<file path="src/rtl/w1p_pkg.sv">
package w1p_pkg;

  // Slot phase of the bit engine
  typedef enum logic [2:0] {
    PH_IDLE,    // line high, waiting for a falling edge
    PH_WSLOT,   // write slot, waiting for the sample point
    PH_RSLOT,   // read slot, holding or not holding the line
    PH_LOWWAIT, // slot done, waiting for the line to rise (or reset)
    PH_RSTHI,   // reset recognised, waiting for the master to release
    PH_PDWAIT,  // gap before presence
    PH_PDDRV,   // presence pulse
    PH_PDREL    // presence released, waiting for the line to rise
  } phase_e;

  // Control to datapath strobes
  typedef struct packed {
    logic tmrClr;
    logic drvSet;
    logic drvClr;
    logic rxCap;
  } ctl_t;

  // Datapath to control status
  typedef struct packed {
    logic fall;
    logic rise;
    logic lineHi;
    logic atSample;
    logic atHold;
    logic atReset;
    logic atPdWait;
    logic atPdLow;
  } stat_t;

endpackage

</file>
<file path="src/rtl/w1p_datapath.sv">
module w1p_datapath
  import w1p_pkg::*;
#(
  parameter int SYNC_STAGES = 2,
  parameter int SAMPLE_CYC  = 120,
  parameter int HOLD_CYC    = 120,
  parameter int RST_CYC     = 1800,
  parameter int PDW_CYC     = 120,
  parameter int PDL_CYC     = 480,
  parameter int TMR_W       = 11
) (
  input  logic  clk,
  input  logic  rstN,
  input  logic  lineIn,
  input  ctl_t  ctl,
  output stat_t st,
  output logic  lineDrvLow,
  output logic  rxValid,
  output logic  rxBit
);

  localparam logic [TMR_W-1:0] SAMPLE_END = TMR_W'(SAMPLE_CYC - 1);
  localparam logic [TMR_W-1:0] HOLD_END   = TMR_W'(HOLD_CYC - 1);
  localparam logic [TMR_W-1:0] RST_END    = TMR_W'(RST_CYC - 1);
  localparam logic [TMR_W-1:0] PDW_END    = TMR_W'(PDW_CYC - 1);
  localparam logic [TMR_W-1:0] PDL_END    = TMR_W'(PDL_CYC - 1);
  localparam logic [TMR_W-1:0] TMR_MAX    = '1;

  // Synchroniser chain, idle high
  logic [SYNC_STAGES-1:0] syncQ;
  logic lineS;
  logic lineD;

  generate
    for (genvar i = 0; i < SYNC_STAGES; i++) begin : g_sync
      if (i == 0) begin : g_first
        always_ff @(posedge clk) begin
          if (!rstN) syncQ[0] <= 1'b1;
          else       syncQ[0] <= lineIn;
        end
      end else begin : g_next
        always_ff @(posedge clk) begin
          if (!rstN) syncQ[i] <= 1'b1;
          else       syncQ[i] <= syncQ[i-1];
        end
      end
    end
  endgenerate

  assign lineS = syncQ[SYNC_STAGES-1];

  always_ff @(posedge clk) begin
    if (!rstN) lineD <= 1'b1;
    else       lineD <= lineS;
  end

  // Slot timer, saturating
  logic [TMR_W-1:0] tmr;

  always_ff @(posedge clk) begin
    if (!rstN)             tmr <= '0;
    else if (ctl.tmrClr)   tmr <= '0;
    else if (tmr != TMR_MAX) tmr <= tmr + 1'b1;
  end

  // Open-drain pull-down register
  logic drvQ;

  always_ff @(posedge clk) begin
    if (!rstN)           drvQ <= 1'b0;
    else if (ctl.drvSet) drvQ <= 1'b1;
    else if (ctl.drvClr) drvQ <= 1'b0;
  end

  assign lineDrvLow = drvQ;

  // Received bit capture
  logic rxValidQ;
  logic rxBitQ;

  always_ff @(posedge clk) begin
    if (!rstN) begin
      rxValidQ <= 1'b0;
      rxBitQ   <= 1'b1;
    end else begin
      rxValidQ <= ctl.rxCap;
      if (ctl.rxCap) rxBitQ <= lineS;
    end
  end

  assign rxValid = rxValidQ;
  assign rxBit   = rxBitQ;

  // Status toward control
  always_comb begin
    st          = '0;
    st.fall     = lineD & ~lineS;
    st.rise     = ~lineD & lineS;
    st.lineHi   = lineS;
    st.atSample = (tmr == SAMPLE_END);
    st.atHold   = (tmr == HOLD_END);
    st.atReset  = (tmr == RST_END);
    st.atPdWait = (tmr == PDW_END);
    st.atPdLow  = (tmr == PDL_END);
  end


  rx_no_drv_chk: assert property (@(posedge clk) disable iff (!rstN)
    rxValid |-> !lineDrvLow);


  tmr_sat_chk: assert property (@(posedge clk) disable iff (!rstN)
    (tmr == TMR_MAX && !ctl.tmrClr) |=> (tmr == TMR_MAX));

endmodule

</file>
<file path="src/rtl/w1p_control.sv">
module w1p_control
  import w1p_pkg::*;
(
  input  logic  clk,
  input  logic  rstN,
  input  stat_t st,
  input  logic  txReq,
  input  logic  txBit,
  input  logic  drvActive,
  output ctl_t  ctl,
  output logic  txAck,
  output logic  resetSeen
);

  phase_e phase;
  phase_e phaseNxt;
  logic   rstHit;
  logic   resetSeenQ;

  always_comb begin
    ctl      = '0;
    phaseNxt = phase;
    txAck    = 1'b0;
    rstHit   = 1'b0;
    unique case (phase)
      PH_IDLE: begin
        if (st.fall) begin
          ctl.tmrClr = 1'b1;
          if (txReq) begin
            txAck      = 1'b1;
            ctl.drvSet = ~txBit;
            phaseNxt   = PH_RSLOT;
          end else begin
            phaseNxt = PH_WSLOT;
          end
        end
      end
      PH_WSLOT: begin
        if (st.atSample) begin
          ctl.rxCap = 1'b1;
          phaseNxt  = PH_LOWWAIT;
        end
      end
      PH_RSLOT: begin
        if (st.atHold) begin
          ctl.drvClr = 1'b1;
          phaseNxt   = PH_LOWWAIT;
        end
      end
      PH_LOWWAIT: begin
        if (st.lineHi) begin
          phaseNxt = PH_IDLE;
        end else if (st.atReset) begin
          rstHit   = 1'b1;
          phaseNxt = PH_RSTHI;
        end
      end
      PH_RSTHI: begin
        if (st.rise) begin
          ctl.tmrClr = 1'b1;
          phaseNxt   = PH_PDWAIT;
        end
      end
      PH_PDWAIT: begin
        if (st.atPdWait) begin
          ctl.tmrClr = 1'b1;
          ctl.drvSet = 1'b1;
          phaseNxt   = PH_PDDRV;
        end
      end
      PH_PDDRV: begin
        if (st.atPdLow) begin
          ctl.drvClr = 1'b1;
          phaseNxt   = PH_PDREL;
        end
      end
      PH_PDREL: begin
        if (st.lineHi) phaseNxt = PH_IDLE;
      end
      default: phaseNxt = PH_IDLE;
    endcase
  end

  always_ff @(posedge clk) begin
    if (!rstN) begin
      phase      <= PH_IDLE;
      resetSeenQ <= 1'b0;
    end else begin
      phase      <= phaseNxt;
      resetSeenQ <= rstHit;
    end
  end

  assign resetSeen = resetSeenQ;


  drv_scope_chk: assert property (@(posedge clk) disable iff (!rstN)
    drvActive |-> (phase == PH_RSLOT || phase == PH_PDDRV));


  rd_zero_drive_chk: assert property (@(posedge clk) disable iff (!rstN)
    txAck |=> (drvActive == !$past(txBit)));


  pd_hold_chk: assert property (@(posedge clk) disable iff (!rstN)
    (phase == PH_PDDRV && !st.atPdLow) |=> drvActive);


  rst_strobe_chk: assert property (@(posedge clk) disable iff (!rstN)
    resetSeen |=> !resetSeen);

endmodule

</file>
<file path="src/rtl/wire1_slave_phy.sv">
module wire1_slave_phy
  import w1p_pkg::*;
#(
  parameter int CLK_HZ      = 50_000_000,
  parameter int SYNC_STAGES = 2,
  parameter int SAMPLE_US   = 30,
  parameter int RD_HOLD_US  = 30,
  parameter int RST_US      = 450,
  parameter int PD_WAIT_US  = 30,
  parameter int PD_LOW_US   = 120
) (
  input  logic clk,
  input  logic rstN,
  input  logic lineIn,
  output logic lineDrvLow,
  input  logic txReq,
  input  logic txBit,
  output logic txAck,
  output logic rxValid,
  output logic rxBit,
  output logic resetSeen
);

  localparam int CYC_PER_US = CLK_HZ / 1_000_000;
  localparam int SAMPLE_CYC = SAMPLE_US  * CYC_PER_US;
  localparam int HOLD_CYC   = RD_HOLD_US * CYC_PER_US;
  localparam int RST_CYC    = RST_US     * CYC_PER_US;
  localparam int PDW_CYC    = PD_WAIT_US * CYC_PER_US;
  localparam int PDL_CYC    = PD_LOW_US  * CYC_PER_US;
  localparam int MAX_A      = (SAMPLE_CYC > HOLD_CYC) ? SAMPLE_CYC : HOLD_CYC;
  localparam int MAX_B      = (PDW_CYC > PDL_CYC) ? PDW_CYC : PDL_CYC;
  localparam int MAX_C      = (MAX_A > MAX_B) ? MAX_A : MAX_B;
  localparam int MAX_CYC    = (MAX_C > RST_CYC) ? MAX_C : RST_CYC;
  localparam int TMR_W      = $clog2(MAX_CYC + 1);

  ctl_t  ctl;
  stat_t st;

  w1p_datapath #(
    .SYNC_STAGES(SYNC_STAGES),
    .SAMPLE_CYC (SAMPLE_CYC),
    .HOLD_CYC   (HOLD_CYC),
    .RST_CYC    (RST_CYC),
    .PDW_CYC    (PDW_CYC),
    .PDL_CYC    (PDL_CYC),
    .TMR_W      (TMR_W)
  ) u_dp (
    .clk       (clk),
    .rstN      (rstN),
    .lineIn    (lineIn),
    .ctl       (ctl),
    .st        (st),
    .lineDrvLow(lineDrvLow),
    .rxValid   (rxValid),
    .rxBit     (rxBit)
  );

  w1p_control u_ctl (
    .clk      (clk),
    .rstN     (rstN),
    .st       (st),
    .txReq    (txReq),
    .txBit    (txBit),
    .drvActive(lineDrvLow),
    .ctl      (ctl),
    .txAck    (txAck),
    .resetSeen(resetSeen)
  );


  strobe_excl_chk: assert property (@(posedge clk) disable iff (!rstN)
    $onehot0({txAck, rxValid, resetSeen}));

endmodule

</file>
<file path="config.mk">
export PLATFORM = sky130hd
export DESIGN_NAME = wire1_slave_phy
export DESIGN_NICKNAME = d
export VERILOG_FILES = /design/src/rtl/w1p_pkg.sv /design/src/rtl/w1p_datapath.sv /design/src/rtl/w1p_control.sv /design/src/rtl/wire1_slave_phy.sv
export SDC_FILE = /design/constraint.sdc
export NUM_CORES = 1
export LEC_CHECK = 0
export BUFFER_PORTS_ARGS = -buffer_cell sky130_fd_sc_hd__buf_2
export CAP_MARGIN = 20
export CELL_PAD_IN_SITES_DETAIL_PLACEMENT = 0
export CELL_PAD_IN_SITES_GLOBAL_PLACEMENT = 1
export CORE_MARGIN = 2
export CORE_UTILIZATION = 48
export DETAILED_ROUTE_END_ITERATION = 10
export PLACE_DENSITY = 0.81
export SLEW_MARGIN = 0
export SYNTH_ARGS = -nofsm -noshare
export SYNTH_HDL_FRONTEND = slang
export SYNTH_HIERARCHICAL = 1
export SYNTH_SLANG_ARGS = --single-unit
</file>
<file path="constraint.sdc">
create_clock -name clk -period 6.9 [get_ports clk]
set_input_delay 0 -clock clk [delete_from_list [all_inputs] [get_ports clk]]
set_output_delay 0 -clock clk [all_outputs]
set_load 0.01 [all_outputs]
</file>
==> results of run 1 <==
## power by group
group	switching (mW)	total, mW	internal [mW]
Combinational	0.00755	0.0147	0.00716
Clock	0.0438	0.0664	0.0226
Sequential	0.00427	0.152	0.147
Total	0.0556	0.233	0.177
## metal layers
layer	track usage [%]	vias up	share of wire, %
met3	2.68	6	3.6
li1	-	614	-
met2	32.3	25	46
met4	8.31	0	1.6
met5	0	-	0
met1	26.6	569	48
## cell type report
class	instances	area share, %
multi-input combinational	119	54.7
sequential	25	33.8
timing repair buffer	12	5.08
tap	31	2.62
inverter	8	2.03
clock buffer	4	1.78
## state kept, by name (all words and copies together) (netlist names)
register         flops
u_dp/lineS           1
u_dp/rxBit           1
u_dp/lineD           1
u_ctl/phase          3
u_dp/lineDrvLow      1
u_dp/tmr            15
u_ctl/resetSeen      1
u_dp/syncQ           1
u_dp/rxValid         1
## through the flow
step	utilization [%]	area, um^2	setup slack [ns]	hold WS [ns]	power (mW)
after floorplan	-	1410	4.68	0.0619	0.163
after global placement	51.1	1420	4.42	0.181	0.167
after detailed placement	51.1	1420	4.24	0.192	0.168
after CTS	53.2	1480	4.20	0.113	0.234
after global routing	53.2	1480	3.99	0.130	0.244
final	53.2	1480	4.19	0.118	0.233
## path summary, 6_finish.rpt
kind / to / cells after the start / slack [ns]
setup / recovery: u_dp/tmr[9] / 7 / 4.19
hold / removal: u_dp/lineDrvLow / 4 / 0.12
setup reg to reg: u_dp/tmr[9] / 7 / 4.19
hold reg to reg: u_dp/lineS / 1 / 0.43
## worst register-to-register path: stages, from the launching register on
cell,delay [ns]
dfxtp_1,0.43
ha_1,0.30
nand4b_1,0.18
nor3_1,0.64
mux2i_1,0.16
a211oi_1,0.32
nand2b_1,0.43
o41ai_1,0.14
## cells by family after synthesis
kind of cell / count (synthesis) / share of synthesized area (%)
buffers and inverters: 19 / 6.94
adder cells (fa/ha/maj): 1 / 0.890
AO/OA/AOI/OAI: 36 / 17.3
AND/OR/NAND/NOR: 75 / 33.4
flip-flops: 25 / 35.6
multiplexers: 6 / 5.25
XOR/XNOR: 1 / 0.623
## cell usage after synthesis (5+ instances only)
cell type,number
dfxtp_1,25
nand2_1,9
nand3_1,9
nor2_1,9
o21ai_0,9
a21oi_1,8
inv_1,8
nor3_1,7
nand4_1,6
nor2b_1,6
nand2b_1,5
==> impl_metrics.env, run 1 <==
export IMPL_synth_edf_count=0
export IMPL_area_growth_pct=5.16
export IMPL_multiInputGateArea_um2=808
export IMPL_synth_top_area_share_pct=35.6
export IMPL_post_cts_setup_buffers=0
export IMPL_cts_resized_gates=0
export IMPL_critPathLaunch="u_dp/tmr[0]"
export IMPL_clk_pin_slew_ns=0.13
export IMPL_setup_violations=0
export IMPL_dp_cells=192
export IMPL_cts_tree="built"
export IMPL_run_status="finished, final reports clean"
export IMPL_vias_per_cell=6.10
export IMPL_cp_slowest_stage_delay_ns=0.64
export IMPL_slowest_stage="nor3_1"
export IMPL_die_h_um=58.1
export IMPL_ant_nets=0
export IMPL_place_gp_congestion=0.842
export IMPL_rsz0062_at_grt="false"
export IMPL_fin_tns_setup_ns=0
export IMPL_p_leak_nw=0.516
export IMPL_worstSetupPathType="flop to flop"
export IMPL_wl_mm=2.92
export IMPL_layout_cells_non_filler=199
export IMPL_yosysSeqAreaShare_pct=35.6
export IMPL_fin_skew_ns=0.00224
export IMPL_ys_seq_elements=25
export IMPL_irDropWorstVdd_v=0.000104
export IMPL_cp_cell_sequence="ha_1, nand4b_1, nor3_1, mux2i_1, a211oi_1, nand2b_1, o41ai_1"
export IMPL_cp_arrival_ns=2.91
export IMPL_fin_crit_sh_pct=39.2
export IMPL_vias=1214
export IMPL_grt_pass1_vias=1111
export IMPL_synth_yosys_warnings=6
export IMPL_cts_hold_buffers_added=3
export IMPL_layout_min_cycle_time_ns=2.71
export IMPL_synth_flop_cell="dfxtp_1"
export IMPL_start_util_pct=50.6
export IMPL_drive_gt1_share_pct=13.7
export IMPL_cts_buffers=3
export IMPL_synth_area_leaders="dfxtp_1, nand3_1, o21ai_0"
export IMPL_synthDistinctLibCells=51
export IMPL_slew_viol_final=0
export IMPL_antenna_found_initial=0
export IMPL_netlist_area_um2=1410
export IMPL_slew_headroom_pct=50.9
export IMPL_htreeDepth=1
export IMPL_first_pass_iters=4
export IMPL_syn_instance_count=163
export IMPL_finalNetCount=175
export IMPL_crit_family="simple AND/OR/NAND/NOR gates"
export IMPL_critPathLaunchType="flop"
export IMPL_grt_ovfl_total=0
export IMPL_drv_cap=0
export IMPL_antenna_cells=0
export IMPL_tightest_slew_ns=0.731
export IMPL_clk_latency_ns=0.32
export IMPL_r2r_start="u_dp/tmr[0]"
export IMPL_end_kind="flop"
export IMPL_yosys_area_top_type="dfxtp_1"
export IMPL_cts_sinks=25
export IMPL_min_from="txBit"
export IMPL_cts_root_buf="clkbuf_4"
export IMPL_ff_latch_area_um2=500
export IMPL_avgSynthCellArea_um2=8.63
export IMPL_hold_class="primary input to flop"
export IMPL_cts_max_path_buffers=2
export IMPL_layout_commonest_cell="dfxtp_1"
export IMPL_core_area_um2=2780
export IMPL_wl_per_cell_um=14.7
export IMPL_syn_nets=169
export IMPL_grt_max_degree=17
export IMPL_die_w_um=58.1
export IMPL_fillCellCount=268
export IMPL_cellPowerDensity_nw_per_um2=157
export IMPL_finalHoldViolCount=0
export IMPL_die_area_um2=3380
export IMPL_io_pins=10
export IMPL_port_buffers=9
export IMPL_fmax_ghz=0.369
export IMPL_crit_buf_inv=0
export IMPL_required_ns=7.11
export IMPL_gr_usage_all_layers_pct=19.9
export IMPL_drc=0
export IMPL_drt_iter0_drc=76
export IMPL_critPathMaxFanout=10
export IMPL_core_rowCount=19
export IMPL_dp_hpwl_mm=2.06
export IMPL_async_flop_share_pct=0
export IMPL_grt_pass1_wl_mm=5.24
Note: power is estimated with default switching activity, not from simulation.
==> inputs of run 2 (changes only) <==
--- a/config.mk
+++ b/config.mk
@@ -5,14 +5,15 @@
 export SDC_FILE = /design/constraint.sdc
 export NUM_CORES = 1
 export LEC_CHECK = 0
+export ABC_AREA = 1
 export BUFFER_PORTS_ARGS = -buffer_cell sky130_fd_sc_hd__buf_2
 export CAP_MARGIN = 20
 export CELL_PAD_IN_SITES_DETAIL_PLACEMENT = 0
 export CELL_PAD_IN_SITES_GLOBAL_PLACEMENT = 1
 export CORE_MARGIN = 2
-export CORE_UTILIZATION = 48
+export CORE_UTILIZATION = 42
 export DETAILED_ROUTE_END_ITERATION = 10
-export PLACE_DENSITY = 0.81
+export PLACE_DENSITY = 0.77
 export SLEW_MARGIN = 0
 export SYNTH_ARGS = -nofsm -noshare
 export SYNTH_HDL_FRONTEND = slang
==> constraint.sdc (replaced) <==
create_clock -name clk -period 2.6 [get_ports clk]
set_input_delay 0 -clock clk [delete_from_list [all_inputs] [get_ports clk]]
set_output_delay 0 -clock clk [all_outputs]
set_load 0.01 [all_outputs]
==> run 2 against run 1 <==
Effect of this change:
- combinational power increased to 17 times the previous value
- clock-buffer cell count unchanged
- sequential share of layout area fell by 2.3 points
- cell count up 43%
==> impl_metrics.env, run 2 <==
export IMPL_synth_top_area_share_pct=34.0
export IMPL_tightest_slew_ns=0.386
export IMPL_cts_tree="built"
export IMPL_fin_util_pct=47.2
export IMPL_hold_class="primary input to flop"
export IMPL_syn_instance_count=227
export IMPL_slowest_stage="dfxtp_1"
export IMPL_dp_hpwl_mm=2.47
export IMPL_grt_ovfl_total=0
export IMPL_slew_headroom_pct=74.1
export IMPL_critPathMaxFanout=6
export IMPL_clk_latency_ns=0.32
export IMPL_clk_pin_slew_ns=0.14
export IMPL_layout_commonest_cell="inv_1"
export IMPL_grt_max_degree=14
export IMPL_critPathLaunchType="flop"
export IMPL_die_area_um2=4000
export IMPL_area_growth_pct=7.81
export IMPL_yosysSeqAreaShare_pct=34.0
export IMPL_swShare_pct=36.9
export IMPL_irDropWorstVdd_v=0.000218
export IMPL_avgSynthCellArea_um2=6.49
export IMPL_netlist_area_um2=1470
export IMPL_r2r_end="u_ctl/phase[1]"
export IMPL_fin_area_um2=1590
export IMPL_synthDistinctLibCells=27
export IMPL_synth_edf_count=0
export IMPL_finalHoldViolCount=0
export IMPL_seqPwrFrac_pct=51.0
export IMPL_grt_pass1_wl_mm=5.44
export IMPL_r2r_slack_ns=0.57
export IMPL_cts_root_buf="clkbuf_4"
export IMPL_port_buffers=9
export IMPL_crit_path_end="u_ctl/phase[1]"
export IMPL_cp_slowest_stage_delay_ns=0.43
export IMPL_regMostFlops="u_dp/tmr"
export IMPL_core_area_um2=3360
export IMPL_die_h_um=63.2
export IMPL_gr_usage_all_layers_pct=16.9
export IMPL_fin_skew_ns=0.00405
export IMPL_ff_latch_area_um2=500
export IMPL_ant_nets=0
export IMPL_slew_viol_final=0
export IMPL_yosys_area_top_type="dfxtp_1"
export IMPL_cts_sinks=25
export IMPL_worstSetupPathType="flop to flop"
export IMPL_combinationalPowerShare_pct=28.7
export IMPL_finalNetCount=245
export IMPL_antenna_cells=0
export IMPL_cts_buffers=3
export IMPL_ys_seq_elements=25
export IMPL_hold_ws_ns=0.0223
export IMPL_fin_crit_sh_pct=78.1
export IMPL_setup_violations=0
export IMPL_vias=1416
export IMPL_cellPowerDensity_nw_per_um2=557
export IMPL_clockPowerShare_pct=20.3
export IMPL_cp_arrival_ns=2.26
export IMPL_start_util_pct=43.8
export IMPL_crit_path_frequent_cell="nand2_1"
export IMPL_synth_yosys_warnings=6
export IMPL_wl_mm=3.13
export IMPL_fmax_ghz=0.493
export IMPL_syn_nets=233
export IMPL_largest_reg_flops=15
export IMPL_p_leak_nw=0.674
export IMPL_io_pins=10
export IMPL_rsz0062_at_grt="false"
export IMPL_cts_max_path_buffers=2
export IMPL_place_gp_congestion=0.826
export IMPL_htreeDepth=1
export IMPL_vias_per_cell=4.99
export IMPL_synth_most_common_cell="inv_1"
export IMPL_p_int_mw=0.559
export IMPL_r2r_start="u_dp/tmr[0]"
export IMPL_cp_cell_sequence="ha_1, nand2_1, nor2_1, nand4_1, nor4_1, buf_4, inv_1, nand3_1, nand2_1, nor2_2, nand3_1, nand2_1, nor2_1"
export IMPL_wl_per_cell_um=11.0
export IMPL_first_pass_iters=5
export IMPL_largestRegisters="u_dp/tmr: 15 flops, u_ctl/phase: 3 flops"
export IMPL_grt_pass1_vias=1264
export IMPL_layout_min_cycle_time_ns=2.03
export IMPL_drt_iter0_drc=95
export IMPL_async_flop_share_pct=0
export IMPL_run_status="finished, final reports clean"
export IMPL_required_ns=2.83
export IMPL_core_rowCount=21
export IMPL_fin_tns_setup_ns=0
export IMPL_drive_gt1_share_pct=13.4
export IMPL_die_w_um=63.2
export IMPL_fillCellCount=391
export IMPL_dpl_instance_area_um2=1540
export IMPL_final_cell_mix="inv_1, nand2_1, nand3_1, nor2_1, dfxtp_1"
export IMPL_synthTopCellsByCount="inv_1, nand2_1, nand3_1"
export IMPL_synth_area_leaders="dfxtp_1, inv_1, nand2_1"
export IMPL_drv_cap=0
export IMPL_cts_resized_gates=0
export IMPL_synth_flop_cell="dfxtp_1"
export IMPL_end_kind="flop"
export IMPL_post_cts_setup_buffers=0
export IMPL_antenna_found_initial=0
export IMPL_power_switching_mw=0.327
export IMPL_multiInputGateArea_um2=758
export IMPL_critPathLaunch="u_dp/tmr[0]"
export IMPL_reg2reg_depth=13
export IMPL_cts_hold_buffers_added=2
export IMPL_drc=0
==> run 2: cell count changes after synthesis, sizes merged, moves of 5 or more <==
cell    change
inv        +35
nand2      +34
nand2b      -5
nand3      +19
nor2       +27
nor2b       -6
or3         -5
==> run 2: logic make-up (layout without fill, tap and decap cells) <==
kind of cell,Yosys count,after routing,synth area share (%)
compound gates,25,25,9.34
xor+xnor,1,1,0.594
fa+ha+maj,1,1,0.849
buf+inv,51,62,14.6
flops,25,25,34.0
simple gates,124,124,40.7
==> run 2: per-layer routing <==
metal	vias up	routed length [um]	track usage [%]
met2	36	1380	26.5
li1	747	-	-
met5	-	0	0
met3	4	204	2.68
met4	0	33	4.89
met1	629	1520	24.0
==> run 2: final cells by class <==
| class | instances | area share [%] |
|---|---|---|
| clock buffers | 4 | 1.65 |
| multi-input cells | 151 | 47.7 |
| well taps | 46 | 3.62 |
| repair buffers | 12 | 4.57 |
| flip-flops and latches | 25 | 31.5 |
| inverters | 46 | 10.9 |
==> run 2: per-stage QoR <==
stage	setup WS (ns)	power (mW)	std cells
after floorplan	0.621	0.657	227
after global placement	0.650	0.701	278
after detailed placement	0.586	0.710	278
after CTS	0.547	0.892	284
after global routing	0.353	0.954	284
final	0.570	0.886	284
==> run 2: power groups by stage <==
stage | Combinational (mW) | Sequential [mW] | Clock [mW]
finish | 0.254 | 0.452 | 0.179
global route | 0.292 | 0.457 | 0.205
CTS | 0.255 | 0.451 | 0.186
detailed placement | 0.251 | 0.459 | 0
global placement | 0.242 | 0.459 | 0
floorplan | 0.206 | 0.451 | 0
==> run 2: critical path: cells and delay by family (launching register included) <==
kind	cells	cell delay, ns
fa+ha+maj	1	0.22
buf+inv	2	0.23
flops	1	0.43
simple gates	10	1.06
==> run 2: how the worst min path moves through the flow <==
stage | cells past startpoint | end | start
after CTS | 4 | u_dp/lineDrvLow | txBit
final | 4 | u_dp/lineDrvLow | txBit
after detailed placement | 2 | u_dp/syncQ[0] | lineIn
after global routing | 4 | u_dp/lineDrvLow | txBit
after global placement | 2 | u_dp/syncQ[0] | lineIn
after floorplan | 1 | u_dp/lineD | rstN
